<file path="config.mk">
export PLATFORM = sky130hd
export DESIGN_NAME = fsel_addr_gen
export DESIGN_NICKNAME = d
export VERILOG_FILES = /design/src/rtl/fsel_pkg.sv /design/src/rtl/fsel_bank_regs.sv /design/src/rtl/fsel_ea_gen.sv /design/src/rtl/fsel_dest_steer.sv /design/src/rtl/fsel_addr_gen.sv
export SDC_FILE = /design/constraint.sdc
export NUM_CORES = 1
export LEC_CHECK = 0
export BUFFER_PORTS_ARGS = -buffer_cell sky130_fd_sc_hd__buf_4
export CAP_MARGIN = 40
export CORE_MARGIN = 5
export CORE_UTILIZATION = 39
export DETAILED_ROUTE_END_ITERATION = 10
export HOLD_SLACK_MARGIN = 0.08
export PLACE_DENSITY_LB_ADDON = 0.15
export SETUP_SLACK_MARGIN = 0.2
export SLEW_MARGIN = 10
export SYNTH_ARGS = -nofsm -noshare
export SYNTH_HDL_FRONTEND = slang
export SYNTH_SLANG_ARGS = --single-unit
</file>
<file path="constraint.sdc">
create_clock -name clk -period 2.2 [get_ports clk]
set_input_delay 0.11 -clock clk [delete_from_list [all_inputs] [get_ports clk]]
set_output_delay 0.11 -clock clk [all_outputs]
set_load 0.03 [all_outputs]
</file>
<file path="src/rtl/fsel_pkg.sv">
package fsel_pkg;
    parameter int DW      = 8;   // data and pointer width
    parameter int OFS_W   = 7;   // file offset field width
    parameter int BANK_W  = 2;   // direct bank-select bits
    parameter int INSTR_W = 14;  // instruction word width

    localparam int AW        = BANK_W + OFS_W;   // effective address width
    localparam int XW        = AW - DW;          // indirect bank bits above pointer
    localparam int D_BIT     = OFS_W;            // destination select bit
    localparam int ST_RP_LO  = 5;                // bank-select field in status
    localparam int ST_IRP_LO = ST_RP_LO + BANK_W;

    localparam logic [OFS_W-1:0] OFS_INDF = '0;
    localparam logic [OFS_W-1:0] OFS_STAT = OFS_W'(3);
    localparam logic [OFS_W-1:0] OFS_PTR  = OFS_W'(4);

    typedef struct packed {
        logic [XW-1:0]     irp;
        logic [BANK_W-1:0] rp;
    } bank_t;

    typedef enum logic [1:0] {
        SRC_MEM  = 2'd0,
        SRC_STAT = 2'd1,
        SRC_PTR  = 2'd2,
        SRC_ZERO = 2'd3
    } rsrc_e;

    typedef struct packed {
        logic [AW-1:0] addr;
        logic          indirect;
        logic          null_acc;
        rsrc_e         src;
    } ea_t;

    function automatic rsrc_e classify(input logic [OFS_W-1:0] o);
        rsrc_e r;
        case (o)
            OFS_STAT: r = SRC_STAT;
            OFS_PTR:  r = SRC_PTR;
            default:  r = SRC_MEM;
        endcase
        return r;
    endfunction

    function automatic logic [DW-1:0] merge_status(input logic [DW-1:0] raw,
                                                   input bank_t b);
        logic [DW-1:0] v;
        v = raw;
        v[ST_RP_LO +: BANK_W] = b.rp;
        v[ST_IRP_LO +: XW]    = b.irp;
        return v;
    endfunction
endpackage

</file>
<file path="src/rtl/fsel_bank_regs.sv">
module fsel_bank_regs
    import fsel_pkg::*;
(
    input  logic             clk,
    input  logic             rst,
    input  logic             wr_en,
    input  logic [OFS_W-1:0] wr_ofs,
    input  logic [DW-1:0]    wr_data,
    output bank_t            bank,
    output logic [DW-1:0]    ptr
);
    always_ff @(posedge clk) begin
        if (rst) begin
            bank <= '0;
            ptr  <= '0;
        end else if (wr_en) begin
            if (wr_ofs == OFS_STAT) begin
                bank.irp <= wr_data[ST_IRP_LO +: XW];
                bank.rp  <= wr_data[ST_RP_LO +: BANK_W];
            end
            if (wr_ofs == OFS_PTR) begin
                ptr <= wr_data;
            end
        end
    end
endmodule

</file>
<file path="src/rtl/fsel_ea_gen.sv">
module fsel_ea_gen
    import fsel_pkg::*;
(
    input  logic [OFS_W-1:0] ofs,
    input  bank_t            bank,
    input  logic [DW-1:0]    ptr,
    output ea_t              ea
);
    logic          via_ptr;
    logic [AW-1:0] addr_d;
    logic [AW-1:0] addr_i;

    assign via_ptr = (ofs == OFS_INDF);
    assign addr_d  = {bank.rp, ofs};

    generate
        if (XW > 0) begin : g_xbank
            assign addr_i = {bank.irp, ptr};
        end else begin : g_flat
            assign addr_i = ptr[AW-1:0];
        end
    endgenerate

    always_comb begin
        ea.indirect = via_ptr;
        ea.addr     = via_ptr ? addr_i : addr_d;
        ea.null_acc = via_ptr && (addr_i[OFS_W-1:0] == OFS_INDF);
        ea.src      = ea.null_acc ? SRC_ZERO : classify(ea.addr[OFS_W-1:0]);
    end
endmodule

</file>
<file path="src/rtl/fsel_dest_steer.sv">
module fsel_dest_steer
    import fsel_pkg::*;
(
    input  ea_t           ea,
    input  bank_t         bank,
    input  logic [DW-1:0] ptr,
    input  logic          res_valid,
    input  logic          dest_file,
    input  logic [DW-1:0] mem_rdata,
    output logic [DW-1:0] opnd_data,
    output logic          file_we,
    output logic          w_we
);
    always_comb begin
        unique case (ea.src)
            SRC_ZERO: opnd_data = '0;
            SRC_STAT: opnd_data = merge_status(mem_rdata, bank);
            SRC_PTR:  opnd_data = ptr;
            default:  opnd_data = mem_rdata;
        endcase
    end

    assign file_we = res_valid && dest_file && !ea.null_acc;
    assign w_we    = res_valid && !dest_file;
endmodule

</file>
<file path="src/rtl/fsel_addr_gen.sv">
module fsel_addr_gen
    import fsel_pkg::*;
(
    input  logic               clk,
    input  logic               rst,
    input  logic [INSTR_W-1:0] instr_word,
    input  logic               res_valid,
    input  logic [DW-1:0]      res_data,
    input  logic [DW-1:0]      mem_rdata,
    output logic [AW-1:0]      eff_addr,
    output logic               indirect_hit,
    output logic               null_hit,
    output logic [DW-1:0]      opnd_data,
    output logic               file_we,
    output logic               w_we,
    output logic [DW-1:0]      wdata
);
    bank_t         bank;
    logic [DW-1:0] ptr;
    ea_t           ea;
    logic          unused_hi;

    assign unused_hi = ^instr_word[INSTR_W-1:D_BIT+1];

    fsel_bank_regs u_regs (
        .clk     (clk),
        .rst     (rst),
        .wr_en   (file_we),
        .wr_ofs  (ea.addr[OFS_W-1:0]),
        .wr_data (res_data),
        .bank    (bank),
        .ptr     (ptr)
    );

    fsel_ea_gen u_ea (
        .ofs  (instr_word[OFS_W-1:0]),
        .bank (bank),
        .ptr  (ptr),
        .ea   (ea)
    );

    fsel_dest_steer u_steer (
        .ea        (ea),
        .bank      (bank),
        .ptr       (ptr),
        .res_valid (res_valid),
        .dest_file (instr_word[D_BIT]),
        .mem_rdata (mem_rdata),
        .opnd_data (opnd_data),
        .file_we   (file_we),
        .w_we      (w_we)
    );

    assign eff_addr     = ea.addr;
    assign indirect_hit = ea.indirect;
    assign null_hit     = ea.null_acc;
    assign wdata        = res_data;
endmodule

</file>
### Yosys cells after proc, flatten, opt, wreduce, memory -nomap -nowiden

Cells that the tools add are included.

| operators by class | value |
|---|---|
| eq/ne operators | 5 |
| multiplexer cells | 4 |
| reductions and logical operators | 10 |

Operators with widths:

| operator | count |
|---|---|
| 8-bit one-hot mux with 3 select lines | 1 |
| 7-bit zero test | 2 |
| 9-bit two-way mux | 1 |
| 7-bit by 2-bit == test with 1-bit output, second input constant | 1 |
| 7-bit by 3-bit == test with 1-bit output, second input constant | 1 |
| 2-bit == test, second input constant | 2 |
| 1-bit logical AND | 4 |
| 2-bit one-hot mux with 2 select lines | 1 |
| 2-bit AND reduction | 2 |
| 2-bit by 1-bit == test with 1-bit output, second input constant | 1 |
| 1-bit zero test | 2 |
| 2-bit two-way mux | 1 |

| storage, ports and cells | value |
|---|---|
| register bits | 11 |
| input bits | 33 |
| output and inout bits | 29 |
| word-level logic and storage cells | 22 |

### Longest topological paths before layout

| logic depth | value |
|---|---|
| depth after elaboration | 7 |
| depth in mapped cells | 6 |
| mapped depth without buffers | 5 |

### By module

Synthesis repeated with hierarchy kept, for this count alone.

| unflattened totals | value |
|---|---|
| cells, all modules | 107 |
| area, all modules | 909.6 um^2 |

Modules (own cells, without submodules):

| module | times used | cells an instance | area each (um^2) | sequential area each (um^2) |
|---|---|---|---|---|
| fsel_bank_regs | 1 | 56 | 508.0 | 220.2 |
| fsel_ea_gen | 1 | 26 | 203.9 | 0.0 |
| fsel_dest_steer | 1 | 17 | 137.6 | 0.0 |
| fsel_addr_gen | 1 | 8 | 60.1 | 0.0 |

### Least setup slack after synthesis

No wires, ideal clock.

| timing | value |
|---|---|
| path type | input to output |
| start | input port instr_word[6] |
| end | output port opnd_data[0] |
| data arrival time | 1.834 ns |
| required time | 2.090 ns |
| slack | 0.256 ns |
| cell stages on the path | 6 |
| buffers on the path | 1 |
| cells stage by stage | or4_4 > or3_4 > nor2_1 > buf_2 > nand2_1 > o21ai_0 |

| between the ends | value |
|---|---|
| word-level cells in the longest chain between the ends | 7 |
| elaborated cells between the ends (all ways) | 11 |
| those cells by class | eq/ne: 5; mux: 4; reduce/logical: 2 |

RTL lines:

| element | RTL line | source |
|---|---|---|
| start, declared | fsel_addr_gen.sv:6 | `input logic [INSTR_W-1:0] instr_word,` |
| 7-bit zero test | fsel_ea_gen.sv:13 | `assign via_ptr = (ofs == OFS_INDF);` |
| 9-bit two-way mux | fsel_ea_gen.sv:26 | `ea.addr = via_ptr ? addr_i : addr_d;` |
| 7-bit by 3-bit == test with 1-bit output / 7-bit by 2-bit == test with 1-bit output (equally long branches) | fsel_pkg.sv:38 | `case (o)` |
| 2-bit one-hot mux with 2 select lines | fsel_pkg.sv:38 |  |
| 2-bit two-way mux (*) | fsel_ea_gen.sv:28 | `ea.src = ea.null_acc ? SRC_ZERO : classify(ea.addr[OFS_W-1:0]);` |
| 2-bit == test / 2-bit by 1-bit == test with 1-bit output (equally long branches) | fsel_dest_steer.sv:15 | `unique case (ea.src)` |
| 8-bit one-hot mux with 3 select lines (*) | fsel_dest_steer.sv:15 |  |
| end, declared | fsel_addr_gen.sv:13 | `output logic [DW-1:0] opnd_data,` |

Every way passes the cells marked *; elsewhere a longest branch is shown, timed or not.

### Final worst setup path

| timing | value |
|---|---|
| start | register u_regs.ptr[3] |
| end | output port opnd_data[7] |

| between the ends | value |
|---|---|
| word-level cells in the longest chain between the ends | 6 |
| elaborated cells between the ends (all ways) | 11 |
| those cells by class | eq/ne: 5; mux: 4; reduce/logical: 2 |

RTL lines:

| element | RTL line | source |
|---|---|---|
| start, declared | fsel_bank_regs.sv:10 | `output logic [DW-1:0] ptr` |
| start signal, assigned | fsel_bank_regs.sv:22 | `ptr <= wr_data;` |
| 9-bit two-way mux | fsel_ea_gen.sv:26 |  |
| 7-bit by 3-bit == test with 1-bit output / 7-bit by 2-bit == test with 1-bit output (equally long branches) | fsel_pkg.sv:38 |  |
| 2-bit one-hot mux with 2 select lines | fsel_pkg.sv:38 |  |
| 2-bit two-way mux (*) | fsel_ea_gen.sv:28 |  |
| 2-bit == test / 2-bit by 1-bit == test with 1-bit output (equally long branches) | fsel_dest_steer.sv:15 |  |
| 8-bit one-hot mux with 3 select lines (*) | fsel_dest_steer.sv:15 |  |

Marks and branches as above.

==> results.cfg <==
[cells_and_area]
antenna_cells = 0
drive_gt1_share_pct = 52.8
num-fill-cells = 176
nets = 197
final_util_pct = 70.3
final_common_cell = buf_4
syn_to_final_growth_pct = 70.9
multi_input_area_um2 = 552
layout_common_cells = buf_4 (65), nand2_1 (12), nor2_1 (11)
regArea_um2 = 231

[clocking]
numClockSinks = 11
root_buffer = clkbuf_4
cts_made_buffers = 3
cts_htree_levels = 1
cts_buffer_depth = 2
insertion_delay_ps = 270
cts_tree = built
clk_transition_reported_paths_ps = 70

[grt]
grt_remaining_overflow = 0
grt_start_max_net_pins = 15
track_usage_pct = 17.4
antenna_found_initial = 0
grt_pass1_vias = 973
grt_first_pass_wirelength_um = 4410

[die]
die_h_um = 55.5
boundaryPins = 62
die_width_um = 55.5
core_area_um2 = 1960
row_count = 16
dieArea_um2 = 3080
start_util_pct = 41.1

[synthesis]
synth.distinct_cells = 30
yosys_register_bits = 11
synth_flop_cell = dfxtp_1
yosysWarnings = 0
synth_edf_count = 0
yosys.area.top_type_share_pct = 27.3
async_reset_ff_share_pct = 0
ys_seq_area_share_pct = 27.3
synth_cells = 101
syn_nets = 134
synth_area_leader_cell = dfxtp_1
avgSynthCellArea_um2 = 7.99
yosys-top-cells-area = dfxtp_1 (27%), mux2i_1 (9.9%), buf_4 (7.4%), a21o_1 (6.5%), nand2_1 (5.6%)
netlist_area_um2 = 807

[setup_path]
timing.rr.start = u_regs.ptr[3]
crit_type = flop to output port
setup.worst_path.end_class = output port
crit_start = u_regs.ptr[3]
worstReg2RegEnd = u_regs.ptr[4]
cp-start-kind = flop
crit_end = opnd_data[7]
required_ps = 2090
cp.arrival_ps = 1840
reg2reg_depth = 8
path_max_fanout = 5
reg2reg_setup_slack_ps = 380

[drt]
first_pass_iters = 4
route.detailed.drc = 0
drt_iter0_drc = 18
wl_per_cell_um = 14.4
routed_wl_um = 2730
vias = 991
drtAntennaViolNets = 0
routed_via_density = 5.22

[power]
leakagePower_nw = 0.647
power_density_nw_per_um2 = 367
p_total_mw = 0.506
ir_drop_mv = 0.291

[sta]
fmax_mhz = 513
relSlewSlack_pct = 76.4
rsz0062_at_grt = true
tightestPinTransition_ps = 354
finalClockSkew_ps = 4.44
final_hold_viol_count = 0
final_max_slew_viol_count = 0
min_period_over_period_pct = 88.6
fin_setup_tns_ps = 0
layout_min_cycle_time_ps = 1950
whs_ps = 86.1
setup_viol = 0

[run]
max_cap_viol_count = 0

[placed_design]
port_buffers = 55
dp_hpwl_um = 2060
place_congestion = 0.816

[outcome]
status = completed

[min_path]
hold_class = primary input to flop
## report_power, final
part           switching (mW)  internal [mW]
sequential           0.000354          0.197
combinational          0.0936         0.0793
clock                  0.0655         0.0703
total                   0.159          0.346
## synthesized netlist by cell type (2+ instances only)
library cell   n
a22o_1         3
a21o_1         7
mux2i_1        8
dfxtp_1       11
nor2b_1        2
nor2_1        12
nor3_1         2
nand2_1       12
mux2_2         2
inv_1          4
o21ai_0        8
nand2b_1       3
buf_4          8
nand4b_1       3
## worst max-delay path: stages, from the launching register on
cell,delay (ps)
dfxtp_4,360
nor4_4,280
buf_4,160
o2111ai_2,90
a21boi_1,140
buf_4,150
nor3_2,50
a21o_1,170
buf_4,160
## cell type report
cell class	count	share of cell area [%]
multi-input combinational	76	40.0
clock buffer	4	1.91
tap	27	2.45
sequential	11	16.8
timing repair buffer	68	37.7
inverter	4	1.09
## worst min-delay path by stage
stage	from	end	slack [ps]	cells after the start
floorplan	res_data[0]	u_regs.ptr[0]	260	2
global route	rst	u_regs.ptr[4]	90	2
finish	rst	u_regs.ptr[6]	90	2
global placement	res_data[4]	u_regs.ptr[4]	350	3
detailed placement	res_data[0]	u_regs.ptr[0]	370	3
CTS	res_data[1]	u_regs.ptr[1]	90	3
## repair_timing
| action | 4_1_cts | 5_1_grt |
|---|---|---|
| hold buffers | 1 | 0 |
| endpoints found under the setup margin | 9 | 8 |
| setup buffers | 1 | 6 |
| endpoints found under the hold margin | 1 | 0 |
| pin swaps | 2 | 3 |
| resized for setup | 5 | 12 |
| cloned | 0 | 0 |
## cell families (layout without fill, tap and decap cells)
| family | Yosys count | in the layout | share of synthesized area [%] |
|---|---|---|---|
| simple gates | 42 | 42 | 29.0 |
| compound gates | 24 | 24 | 20.6 |
| buf+inv | 14 | 76 | 10.4 |
| flops | 11 | 11 | 27.3 |
| mux | 10 | 10 | 12.7 |
## per-stage QoR
step / worst slack (ps) / std cells / instance area (um2)
3_3_place_gp: 205 / 178 / 1220
2_1_floorplan: 256 / 101 / 807
3_5_place_dp: 190 / 178 / 1220
4_1_cts: 201 / 184 / 1290
6_report: 251 / 190 / 1380
5_1_grt: 116 / 190 / 1380
## per-layer routing
layer | GRT usage (%) | vias to the layer above | share of wire (%)
met4 | 9.38 | 0 | 2.2
met5 | 0 | - | 0
met1 | 20.4 | 468 | 40
met2 | 28.4 | 39 | 49
met3 | 4.90 | 7 | 8.3
li1 | - | 477 | -
## sequential cells by signal, indices dropped and copies added, names as in the netlist
register,cells
u_regs.bank,3
u_regs.ptr,8
Note: power is estimated with default switching activity, not from simulation.
